File: src/rtl/ex_alu_pkg.sv
package ex_alu_pkg;

    localparam int CLS_W = 4;

    typedef enum logic [CLS_W-1:0] {
        OP_NONE  = 4'd0,
        OP_ADD   = 4'd1,
        OP_SUB   = 4'd2,
        OP_ADC   = 4'd3,
        OP_SBC   = 4'd4,
        OP_LOGIC = 4'd5,
        OP_SHL   = 4'd6,
        OP_SRL   = 4'd7,
        OP_SRA   = 4'd8,
        OP_LDB   = 4'd9,
        OP_LINK  = 4'd10
    } op_class_e;

    localparam int U_SUM   = 0;
    localparam int U_LOGIC = 1;
    localparam int U_SHL   = 2;
    localparam int U_SHR   = 3;
    localparam int U_ZEXT  = 4;
    localparam int U_LINK  = 5;
    localparam int N_UNITS = 6;

    localparam logic [1:0] FN_AND  = 2'd0;
    localparam logic [1:0] FN_OR   = 2'd1;
    localparam logic [1:0] FN_XOR  = 2'd2;
    localparam logic [1:0] FN_ANDN = 2'd3;

    typedef struct packed {
        logic cflag;
    } ex_state_t;

endpackage

File: src/rtl/ex_ctl.sv
module ex_ctl
    import ex_alu_pkg::*;
(
    input  logic [CLS_W-1:0]   op_class,
    input  logic               cflag,
    output logic               sub_mode,
    output logic               cin,
    output logic               sri_arith,
    output logic               arith,
    output logic [N_UNITS-1:0] unit_en
);
    always_comb begin
        sub_mode  = 1'b0;
        cin       = 1'b0;
        sri_arith = 1'b0;
        arith     = 1'b0;
        unit_en   = '0;
        case (op_class)
            OP_ADD: begin
                arith          = 1'b1;
                unit_en[U_SUM] = 1'b1;
            end
            OP_ADC: begin
                arith          = 1'b1;
                cin            = cflag;
                unit_en[U_SUM] = 1'b1;
            end
            OP_SUB: begin
                arith          = 1'b1;
                sub_mode       = 1'b1;
                cin            = 1'b1;
                unit_en[U_SUM] = 1'b1;
            end
            OP_SBC: begin
                arith          = 1'b1;
                sub_mode       = 1'b1;
                cin            = 1'b1 ^ cflag;
                unit_en[U_SUM] = 1'b1;
            end
            OP_LOGIC: unit_en[U_LOGIC] = 1'b1;
            OP_SHL:   unit_en[U_SHL]   = 1'b1;
            OP_SRL:   unit_en[U_SHR]   = 1'b1;
            OP_SRA: begin
                sri_arith      = 1'b1;
                unit_en[U_SHR] = 1'b1;
            end
            OP_LDB:   unit_en[U_ZEXT]  = 1'b1;
            OP_LINK:  unit_en[U_LINK]  = 1'b1;
            default:  unit_en          = '0;
        endcase
    end
endmodule

File: src/rtl/ex_addsub.sv
module ex_addsub #(
    parameter int DW = 16
) (
    input  logic [DW-1:0] a,
    input  logic [DW-1:0] b,
    input  logic          sub_mode,
    input  logic          cin,
    output logic [DW-1:0] sum,
    output logic          cout
);
    logic [DW-1:0] b_eff;
    logic [DW:0]   wide;

    always_comb begin
        b_eff = sub_mode ? ~b : b;
        wide  = {1'b0, a} + {1'b0, b_eff} + {{DW{1'b0}}, cin};
        sum   = wide[DW-1:0];
        cout  = wide[DW];
    end
endmodule

File: src/rtl/ex_logic.sv
module ex_logic
    import ex_alu_pkg::*;
#(
    parameter int DW = 16
) (
    input  logic [DW-1:0] a,
    input  logic [DW-1:0] b,
    input  logic [1:0]    fn,
    output logic [DW-1:0] y
);
    always_comb begin
        case (fn)
            FN_AND:  y = a & b;
            FN_OR:   y = a | b;
            FN_XOR:  y = a ^ b;
            FN_ANDN: y = a & ~b;
            default: y = '0;
        endcase
    end
endmodule

File: src/rtl/ex_shift.sv
module ex_shift #(
    parameter int DW = 16
) (
    input  logic [DW-1:0] a,
    input  logic          sri_arith,
    output logic [DW-1:0] shl,
    output logic [DW-1:0] shr
);
    logic sri;

    always_comb begin
        sri = sri_arith & a[DW-1];
        shl = {a[DW-2:0], 1'b0};
        shr = {sri, a[DW-1:1]};
    end
endmodule

File: src/rtl/ex_resmux.sv
module ex_resmux #(
    parameter int DW = 16,
    parameter int NS = 6
) (
    input  logic [NS-1:0]        en,
    input  logic [NS-1:0][DW-1:0] src,
    output logic [DW-1:0]        y
);
    logic [NS-1:0][DW-1:0] gated;

    for (genvar i = 0; i < NS; i++) begin : g_gate
        assign gated[i] = src[i] & {DW{en[i]}};
    end

    always_comb begin
        y = '0;
        for (int i = 0; i < NS; i++) begin
            y = y | gated[i];
        end
    end
endmodule

File: src/rtl/ex_alu16.sv
module ex_alu16
    import ex_alu_pkg::*;
#(
    parameter int DW = 16
) (
    input  logic                clk,
    input  logic                rst_n,
    input  logic [DW-1:0]       op_a,
    input  logic [DW-1:0]       op_b,
    input  logic [CLS_W-1:0]    op_class,
    input  logic [1:0]          fn_sel,
    input  logic [DW/2-1:0]     byte_in,
    input  logic [DW-1:0]       ret_addr,
    output logic [DW-1:0]       result,
    output logic                carry_out,
    output logic                carry_flag,
    output logic [N_UNITS-1:0]  unit_en_n
);
    localparam int BW = DW / 2;

    ex_state_t st_d, st_q;

    logic                       sub_mode, cin, sri_arith, arith;
    logic [N_UNITS-1:0]         unit_en;
    logic [DW-1:0]              sum_y, logic_y, shl_y, shr_y;
    logic                       cout;
    logic [N_UNITS-1:0][DW-1:0] srcs;

    ex_ctl u_ctl (
        .op_class  (op_class),
        .cflag     (st_q.cflag),
        .sub_mode  (sub_mode),
        .cin       (cin),
        .sri_arith (sri_arith),
        .arith     (arith),
        .unit_en   (unit_en)
    );

    ex_addsub #(.DW(DW)) u_addsub (
        .a        (op_a),
        .b        (op_b),
        .sub_mode (sub_mode),
        .cin      (cin),
        .sum      (sum_y),
        .cout     (cout)
    );

    ex_logic #(.DW(DW)) u_logic (
        .a  (op_a),
        .b  (op_b),
        .fn (fn_sel),
        .y  (logic_y)
    );

    ex_shift #(.DW(DW)) u_shift (
        .a         (op_a),
        .sri_arith (sri_arith),
        .shl       (shl_y),
        .shr       (shr_y)
    );

    always_comb begin
        srcs          = '0;
        srcs[U_SUM]   = sum_y;
        srcs[U_LOGIC] = logic_y;
        srcs[U_SHL]   = shl_y;
        srcs[U_SHR]   = shr_y;
        srcs[U_ZEXT]  = {{(DW-BW){1'b0}}, byte_in};
        srcs[U_LINK]  = ret_addr;
    end

    ex_resmux #(.DW(DW), .NS(N_UNITS)) u_mux (
        .en  (unit_en),
        .src (srcs),
        .y   (result)
    );

    always_comb begin
        st_d = st_q;
        if (arith) begin
            st_d.cflag = cout;
        end
    end

    always_ff @(posedge clk or negedge rst_n) begin
        if (!rst_n) begin
            st_q <= '0;
        end else begin
            st_q <= st_d;
        end
    end

    assign carry_out  = cout;
    assign carry_flag = st_q.cflag;
    assign unit_en_n  = ~unit_en;

endmodule

File: config.mk
export PLATFORM = sky130hd
export DESIGN_NAME = ex_alu16
export DESIGN_NICKNAME = d
export VERILOG_FILES = /design/src/rtl/ex_alu_pkg.sv /design/src/rtl/ex_ctl.sv /design/src/rtl/ex_addsub.sv /design/src/rtl/ex_logic.sv /design/src/rtl/ex_shift.sv /design/src/rtl/ex_resmux.sv /design/src/rtl/ex_alu16.sv
export SDC_FILE = /design/constraint.sdc
export NUM_CORES = 1
export LEC_CHECK = 0
export BUFFER_PORTS_ARGS = -buffer_cell sky130_fd_sc_hd__buf_2
export CAP_MARGIN = 20
export CORE_MARGIN = 1.5
export CORE_UTILIZATION = 56
export CTS_CLUSTER_SIZE = 14
export DETAILED_ROUTE_END_ITERATION = 12
export PLACE_DENSITY = 0.89
export SETUP_SLACK_MARGIN = 0.02
export SLEW_MARGIN = 20
export SYNTH_ARGS = -nofsm -noshare
export SYNTH_HDL_FRONTEND = slang
export SYNTH_SLANG_ARGS = --single-unit
File: constraint.sdc
create_clock -name clk -period 13.8 [get_ports clk]
set_input_delay 2.76 -clock clk [delete_from_list [all_inputs] [get_ports clk]]
set_output_delay 2.76 -clock clk [all_outputs]
set_load 0.01 [all_outputs]
=== Yosys cells after proc, flatten, opt, wreduce, memory -nomap -nowiden ===
Cells that the tools add are included.

* Mux-type cells: 11
* Eq/ne operators: 13
* Reductions and logical operators: 4
* Add/sub/neg operators: 2
* Bitwise logic cells: 19

{| class="wikitable"
|+ Operators by type and width
! kind !! count
|-
| $and A16 B16 Y16 || 7
|-
| $or A16 B16 Y16 || 6
|-
| $pmux W16 S4 || 1
|-
| $add A16 B16 Y17 || 1
|-
| $add A17 B1 Y17 || 1
|-
| $and A8 B16 Y16 || 1
|-
| $eq A4 B3 Y1 const B || 4
|-
| $mux W16 || 1
|-
| $not A16 Y16 || 1
|-
| $xor A16 B16 Y16 || 1
|-
| $eq A4 B4 Y1 const B || 3
|-
| $eq A4 B2 Y1 const B || 2
|-
| $mux W1 || 8
|-
| $not A6 Y6 || 1
|-
| $eq A2 B2 Y1 const B || 2
|-
| $eq A4 B1 Y1 const B || 1
|-
| $reduce_or A2 Y1 || 2
|-
| $reduce_or A4 Y1 || 1
|-
| $pmux W1 S3 || 1
|-
| $eq A2 B1 Y1 const B || 1
|-
| $logic_not A2 Y1 || 1
|-
| $and A1 B1 Y1 || 1
|-
| $not A1 Y1 || 1
|}

* Bits in registers: 1
* Bits of input ports: 64

=== Logic depth before layout (Yosys ltp) ===
Gate-level depths: netlist (run 1).

* Depth after elaboration: 12
* Depth in mapped cells: 14

=== Hierarchy ===
From an unflattened synthesis (run 1), not the netlist that was laid out.

* Cells, all modules: 422
* Area, all modules: 3017.9 sq um

{| class="wikitable"
|+ By module, submodules not included
! module !! area each (sq um) !! times used !! cells an instance
|-
| ex_addsub || 1013.5 || 1 || 137
|-
| ex_logic || 914.6 || 1 || 142
|-
| ex_resmux || 613.1 || 1 || 76
|-
| ex_shift || 250.2 || 1 || 34
|-
| ex_ctl || 160.2 || 1 || 24
|-
| ex_alu16 || 66.3 || 1 || 9
|}

=== Least setup slack after synthesis (run 1) ===
No wires, ideal clock.

* Path type: input -> output
* Start: input op_class[1]
* End: output result[14]
* Cell stages on the path: 14
* Setup slack: 5394 ps
* Data arrival time: 5646 ps
* Required time: 11040 ps
* Cell sequence: buf_2 > xnor2_1 > or3_1 > buf_2 > xnor2_1 > fa_1 > inv_1 > fa_1 > nand2b_1 > a21oi_1 > o211ai_1 > o21ai_1 > a31oi_1 > or3_1

* Cells in the longest elaborated chain, start to end: 12

{| class="wikitable"
|+ Ends and longest elaborated chain
! item !! RTL line !! RTL
|-
| start, declared || ex_alu16.sv:10 || <nowiki>input logic [CLS_W-1:0] op_class,</nowiki>
|-
| $eq A4 B2 Y1 / $eq A4 B3 Y1 (equally long branches) || ex_ctl.sv:18 || <nowiki>case (op_class)</nowiki>
|-
| $reduce_or A2 Y1 (no source line) || n/a ||
|-
| $mux W1 || ex_ctl.sv:18 ||
|-
| $mux W16 || ex_addsub.sv:15 || <nowiki>b_eff = sub_mode ? ~b : b;</nowiki>
|-
| $add A16 B16 Y17 || ex_addsub.sv:16 || <nowiki>wide = {1'b0, a} + {1'b0, b_eff} + {{DW{1'b0}}, cin};</nowiki>
|-
| $add A17 B1 Y17 || ex_addsub.sv:16 ||
|-
| $and A16 B16 Y16 || ex_resmux.sv:12 || <nowiki>assign gated[i] = src[i] & {DW{en[i]}};</nowiki>
|-
| $or A16 B16 Y16 (4 in a row) || ex_resmux.sv:18 || <nowiki>y = y | gated[i];</nowiki>
|-
| $or A16 B16 Y16 * || ex_resmux.sv:18 ||
|-
| end, declared || ex_alu16.sv:14 || <nowiki>output logic [DW-1:0] result,</nowiki>
|}

Mark *: on every way between the ends. The rest lies on a longest branch, timed or not.

=== Worst setup path after layout (run 1) ===
Same ends and word-level chain as after synthesis.

==> metrics list, run 1 <==
- The die is 68.4 um tall.
* Postcts setup bufs: 0
* Layer with the highest usage: met2
* Via count of the first global-routing pass: 2589
- Minimum clock period after layout: 9.18 ns
- Once layout is complete, the utilization of the core stands at 0.693.
- Site Rows: 23
- The critical path goes through buf_2, xnor2_1, or3_1, xnor2_1, fa_1, inv_1, fa_1, nand2b_1, a21oi_1, o211ai_1, o21ai_1, a31oi_1, or3_1, buf_2.
- By area the synthesized netlist is led by ha_1 (18%), xnor2_1 (9.2%), inv_1 (9.1%), xor2_1 (7.7%), a222oi_1 (5.4%).
- Flip-flop and latch area: 25.0 um^2
- Worst-case vdd ir drop: 0.0376 mV
- Total congestion overflow: 0
* Slew Limit Fails: 0
* Die X: just under 70 um
- Final Hold Fails: 0
- DRT Wirelength: 7.27 mm
* Non-filler instance count after layout: 463
- In this run the static leakage power is roughly 0.0014 uW.
- In the global route stage, met2 resource usage came out at 0.573.
* Max-cap violations: 0
- Maximum fanout along the worst path: 16
- Static timing analysis puts the maximum clock frequency at 109 MHz.
* Data arrival time at the worst-slack endpoint: 6.42 ns
- Setup repair after global routing left no endpoint under its margin.
* Area taken by multi-input logic gates: about 2000 um^2
- The die covers 4670 um^2.
- Average via count per standard cell: 6.10
- Run status: finished, final reports clean
- Number of flip-flops and latches in the synthesized netlist: 1
- In this run, synthesis inferred 0 flip-flops with an integrated enable.
- Largest register FFs: 1
- Headroom to the max-slew limit came out at 0.321.
- For this run, the slowest stage of the critical path takes 0.71 ns.
* Count of inserted antenna diode cells: 0
- Proportion of register bits with asynchronous set or reset after synthesis: 1.00
- The final layout contains 515 nets.
- Final setup violation count: 0
- For the worst-skew pair, the clock arrives at the later sink with an insertion delay of 0 ns.
- The critical path starts at op_class[1].
- Initial standard-cell utilization of the core: 0.590
- Antenna violations before repair: 0
- For this run, the number of Yosys warnings is 0.
* Data required time at the worst endpoint: between 10 and 15 ns
- In the post-synthesis netlist, the cell with the most instances is inv_1.
- The number of hold buffers added after CTS was 0.
- Critical setup path kind: in2out
* Pin slew with the least headroom to its limit: 1.02 ns
- Syn_nets: about 440
- Commonest register cell after synthesis: dfrtp_1
- Class of the tightest hold or removal check: reg2reg
- Share of post-route cells with drive strength above 1: 0.237
- Cell class contributing the biggest share of worst-path delay: simple AND/OR/NAND/NOR gates
- In the global route stage, met3 resource usage came out at 0.0115.
* Core footprint: 4060 um^2
* Overall via count from detail_route: between 2000 and 3000
- Detailed placement ended at an HPWL of 5.62 mm.
- Entering global routing, the biggest net connects 33 pins.
- For this run, the total global-route usage over all layers was measured as 0.308.
- Synthesized area divided by synthesized cell count: approximately 7 um^2
- RD Place Congestion: roughly 0.93
* Total DRC errors in the routed layout: 0
- Detail Route Antenna Nets: 0
- Clock transition at the registers of the reported paths: 0 ns
* Fillcell total: 333
- Number of cells upsized or downsized after cts: 0
* Met1 routing resource usage after global routing: 0.384
- Counting every instance in the synthesized netlist gives roughly 340.
- Count of cell types in the netlist: 55
- Critical path buffers and inverters: 3
* Port bufs: 87
- Average wire length per cell after detail routing: 15.7 um
- Layout Area Growth over Synthesis: 17.6%
* Cell Pwr Density: 48.6 nW/um^2
- The commonest cells after synthesis are inv_1 (58), ha_1 (34), nand2_1 (29).
- The mapped netlist covers 2390 um^2.
* Placed cell count: 463
* Crit Reg-Reg Startpoint: carry_flag
* Pre-antenna DRT Iters: 7
* Max stage delay cell, worst path: or3_1
* Nature of the critical path endpoint: primary output
- Final worst slack: ~4.6 ns
* Portion of synthesized cell area occupied by the leading cell type: 0.178
* Share of the yosys chip area belonging to registers: 0.0105
- For the final routed database, the setup TNS stands at 0 ns.
- Dividing the final minimum period by the clock period gives 0.665.
- Timing analysis after detailed placement gives a worst setup slack of 4.62 ns.
- Worst min-delay path startpoint: carry_flag
- For this design the top-level I/O count stands at 88.
- First-pass GRT wire length: 11.3 mm
* Startpoint kind of the worst setup timing path: input port
* Clk_skew: 0 ns
- Post-synth top area cell: ha_1
- Number of violations reported at the end of detailed-routing iteration 0: 217
-- cell families (layout without fill, tap and decap cells) --
| family | count (synthesis) | in the layout | share of synthesized area |
|---|---|---|---|
| adders and majority gates | 36 | 36 | 0.195 |
| xor gates and xnor gates | 46 | 46 | 0.168 |
| buffers and inverters | 77 | 148 | 0.131 |
| muxes | 2 | 2 | 0.00889 |
| AOI/OAI and AO/OA | 107 | 107 | 0.334 |
| DFF | 1 | 1 | 0.0105 |
| and+or+nand+nor | 73 | 73 | 0.153 |
-- worst paths after layout --
path | to | slack, ns | cells past startpoint
setup / recovery | result[14] | 4.62 | 14
min in group asynchronous | carry_flag | 2.54 | 1
setup reg to reg | carry_flag | 10.87 | 12
hold / removal | carry_flag | 0.56 | 1
max in group asynchronous | carry_flag | 11.18 | 1
hold reg to reg | carry_flag | 0.56 | 1
-- where the power goes --
group          internal [uW]  switching [uW]  leakage [uW]
logic                   57.2            74.8       0.00142
clock network              0               0             0
registers               3.96           0.838     0.0000126
total                   61.2            75.7       0.00143
-- placed cells by master (no fill, tap or decap), drive strengths merged, types with 2 or more instances in the layout --
cell	n
a211o	4
a21o	4
a21oi	19
a221o	3
a221oi	8
a222oi	13
a22oi	8
a31oi	6
and3	3
buf	89
fa	2
ha	34
inv	58
nand2	29
nand2b	6
nand3	9
nor2	13
nor2b	3
nor3	2
o2111ai	5
o211ai	6
o21ai	16
o221ai	3
o311ai	2
or3	3
xnor2	25
xor2	21
-- worst register-to-register path, stage by stage (launching register included) --
cell	delay, ns
dfrtp_1	0.38
nor3_1	0.19
a21oi_1	0.09
nor2_1	0.19
fa_1	0.27
inv_1	0.07
fa_1	0.42
nand2b_1	0.18
a21oi_1	0.19
o211ai_1	0.14
o21ai_1	0.32
o22a_1	0.25
mux2_2	0.16
-- final cells by class --
class	instances	area share
multi-input cells	264	0.730
repair buffers	89	0.160
inverters	59	0.0787
well taps	50	0.0222
flip-flops and latches	1	0.00889
-- routing by layer --
layer / up-vias / wire [um]
met3: 12 / 518
met2: 131 / 3650
met4: 0 / 63
met5: - / 0
li1: 1379 / -
met1: 1300 / 3040
-- stage by stage --
stage | instance area, um^2 | power [uW] | hold slack (ns)
5_1_grt | 2810 | 151 | 0.582
4_1_cts | 2810 | 135 | 0.561
3_3_place_gp | 2810 | 130 | 0.537
2_1_floorplan | 2390 | 94.7 | 0.588
3_5_place_dp | 2810 | 134 | 0.563
6_report | 2810 | 137 | 0.558
No activity file was read; power rests on OpenSTA's default activity.
==> run 2: changes to the inputs <==
ABC_AREA = 1   (was not set)
CORE_UTILIZATION = 53   (was 56)
PLACE_DENSITY = 0.83   (was 0.89)
clock period = 9.45 ns   (was 13.8 ns; I/O delays follow)
==> metrics list, run 2 <==
* Antenna violations before repair: 0 (unchanged)
- The netlist area before placement was 2720 um^2 (+14%).
- Syn_nets: 593 (+34%)
- The cell leakage power was 0.00184 uW (+28%).
- Crit Reg-Reg Startpoint: carry_flag
- Minimum clock period after layout: around 6.4 ns
- Port bufs: 87 (unchanged)
* Synth Warn #: 0 (unchanged)
- The count of boundary I/O pins came to 88 (unchanged).
- The number of antenna cells inserted is 0 (unchanged).
- The number of buffers inserted by post-CTS setup repair is 0 (unchanged).
* Portion of synthesized cell area occupied by the leading cell type: 0.206 (+0.0277)
- Commonest register cell after synthesis: dfrtp_1
* Minimum setup slack after placement: 3.12 ns (-1.51 ns)
- The average cell area after synthesis is 5.52 um^2 (-21%).
* Critical setup path kind: in2out
* Most frequent standard cell in the layout excluding fill and tap cells: nand2_1
* Clk_skew: 0 ns (unchanged)
- Startpoint kind of the worst setup timing path: input port
- In this run the most used layer during global routing was met2.
* Register-to-Register Path Depth: 14 (+2)
* Final setup violation count: 0 (unchanged)
- The clock latency of the later-clocked register in the worst-skew pair came to 0 ns (unchanged).
- The number of global-route vias before repair was 3191 (+23%).
* Overall track demand over capacity in global routing: 0.326 (+0.0181)
- The total congestion overflow after global routing came to 0 (unchanged).
* Total Nets Final: 669 (+30%)
- Maximum number of pins on one net before global-route repair: 24 (-27%)
- Highest attainable clock frequency: 157 MHz
- The number of placement rows came to 25 (+8.7%).
- The final estimated routing congestion in global placement is 1.01 (+9.2%).
- In the layout the commonest cells are nand2_1 (149), buf_2 (87), inv_1 (82).
* Worst-case vdd ir drop: 0.0339 mV (-10%)
- The worst slew margin relative to its limit was 0.451 (+0.129).
- The core utilization of the finished layout was 0.647 (-0.0460).
- The total power divided by cell area was 65.2 nW/um^2 (+34%).
* Share of the cycle needed by the critical path after routing: 0.674
* EDFF count, synth: 0 (unchanged)
- The path with the worst hold slack has its endpoint at carry_flag.
* Run status: finished, final reports clean
- Max-cap violations: 0 (unchanged)
* Average wire length per cell after detail routing: 14.1 um (-10%)
- Data arrival time at the worst-slack endpoint: 4.48 ns (-1.94 ns)
- Pin slew with the least headroom to its limit: 0.824 ns (-0.194 ns)
* Cells after synthesis: 493 (+44%)
* Share of post-route cells with drive strength above 1: 0.192 (-0.0450)
- The hold violation count in the final report was 0 (unchanged).
* Hold-fix buffers at CTS: 0 (unchanged)
* Worst min-delay path startpoint: carry_flag
* Placed cell count: 634 (+37%)
- The via total after detailed routing was 3513 (+24%).
- Pre-antenna DRT Iters: 5 (-2)
- The final cell count without fillers came to 634 (+37%).
- Number of cells upsized or downsized after cts: 0 (unchanged)
- The worst setup path is captured at a primary output.
- The path class of the tightest hold or removal check is reg2reg.
* Average via count per standard cell: 5.54 (-9.1%)
- The area of the core was 4850 um^2 (+19%).
- In this run the critical register-to-register path is captured at carry_flag.
- The x dimension of the die is 74.7 um (+9.2%).
* Number of flip-flops and latches in the synthesized netlist: 1 (unchanged)
- Post-synth top area cell: nand2_1
- Largest register FFs: 1 (unchanged)
* Minimum setup slack among reg-to-reg paths: 7.10 ns (-3.77 ns)
* Final worst slack: 3.08 ns (-1.54 ns)
- Top post-synthesis cells by area: nand2_1 (21%), ha_1 (16%), inv_1 (11%), nand3_1 (5.7%), xor2_1 (5.5%)
* Maximum fanout along the worst path: 16 (unchanged)
* HPWL reported at the end of detailed placement: 7.42 mm (+32%)
- The residual DRC count came to 0 (unchanged).
- The total routed wirelength was 8.93 mm (+23%).
- Met1 routing resource usage after global routing: 0.463 (+0.0791)
* Unrepaired setup endpoints after global routing: false
- Ranking of synthesized cells by instance count: nand2_1 (149), inv_1 (82), nor2_1 (35)
- The worst hold path cell count was 2 (+1).
* Count of cell types in the netlist: 38 (-31%)
* Layout Area Growth over Synthesis: 15.4%
- Slew Limit Fails: 0 (unchanged)
- The sequential area share after synthesis was 0.00920 (-0.00126).
* Global routing usage on met3: 0.0415 (+0.0300)
- Most frequent cell after synthesis: nand2_1
* Data required time at the worst endpoint: 7.56 ns (-3.48 ns)
- Fillcell total: 473 (+42%)
- Met2 demand-to-capacity share in global routing: 0.533 (-0.0401)
* Total Die Area: 5570 um^2 (+19%)
- Proportion of register bits with asynchronous set or reset after synthesis: 1.00 (unchanged)
- The setup TNS after final layout is 0 ns (unchanged).
- The clock-pin slew reported for the worst setup and hold paths after clock tree synthesis is 0 ns (unchanged).
- Die height: 74.7 um (+9.2%)
* Number of violations reported at the end of detailed-routing iteration 0: 296 (+36%)
- First-pass GRT wire length: 14.4 mm (+27%)
* Initial standard-cell utilization of the core: 0.561 (-0.0283)
- Detail Route Antenna Nets: 0 (unchanged)
-- run 2: cell count changes after synthesis, moves of 7 or more --
cell / before / now
nand2_1: 29 / 149
a211oi_1: 0 / 7
o21ai_0: 14 / 27
xnor2_1: 25 / 12
inv_2: 0 / 8
inv_1: 58 / 82
a22oi_1: 8 / 0
o211ai_1: 6 / 15
nor2_1: 12 / 35
a222oi_1: 13 / 0
nand3_1: 9 / 31
-- run 2: area by class of cell --
cell class	instances	area, um^2	area share
Multi-Input combinational cell	388	2250	0.718
Timing Repair Buffer	87	435	0.139
Inverter	91	342	0.109
Tap cell	67	83.8	0.0267
Sequential cell	1	25.0	0.00797
-- run 2: power breakdown --
| part | leakage (uW) | switching (uW) | internal [uW] |
|---|---|---|---|
| combinational | 0.00183 | 123 | 74.9 |
| sequential | 0.0000126 | 1.63 | 5.36 |
| clock | 0 | 0 | 0 |
-- run 2: per-stage QoR --
stage	hold slack (ns)	instance area [um^2]	power (uW)
final	0.591	3140	205
after detailed placement	0.580	3140	200
after global routing	0.601	3140	228
after global placement	0.577	3140	195
after CTS	0.584	3140	201
after floorplan	0.552	2720	140
-- run 2: worst max path at each step --
stage	cells past startpoint	slack (ns)	startpoint	to
after floorplan	17	3.73	op_class[0]	result[12]
after global placement	17	3.25	op_class[0]	result[4]
after detailed placement	19	3.12	op_class[0]	result[12]
after CTS	19	3.11	op_class[0]	result[12]
after global routing	19	2.82	op_class[0]	result[12]
final	18	3.08	op_class[1]	result[12]
-- run 2: cells by family after synthesis --
kind of cell,count (synthesis),synth area share
adder cells (fa/ha/maj),36,0.171
flip-flops,1,0.00919
buffers and inverters,104,0.163
AO/OA/AOI/OAI,82,0.183
AND/OR/NAND/NOR,241,0.381
XOR/XNOR,29,0.0933
-- run 2: routing by layer --
layer  vias up  share of wire
li1       1729              -
met1      1558           0.44
met2       214           0.44
met3        12           0.11
met4         0         0.0088
met5         -              0
-- run 2: critical path, stage by stage --
cell and delay (ns):
buf_2 0.11, inv_1 0.05, nor2_1 0.18, nand2_1 0.15
nand2_4 0.25, xor2_1 0.23, fa_1 0.26, inv_1 0.08
fa_1 0.44, inv_1 0.09, nand3_1 0.06, nand3_1 0.15
nand3_1 0.12, nand3_1 0.11, nand2_1 0.05, nand3_1 0.07
nand2_1 0.06, buf_2 0.13
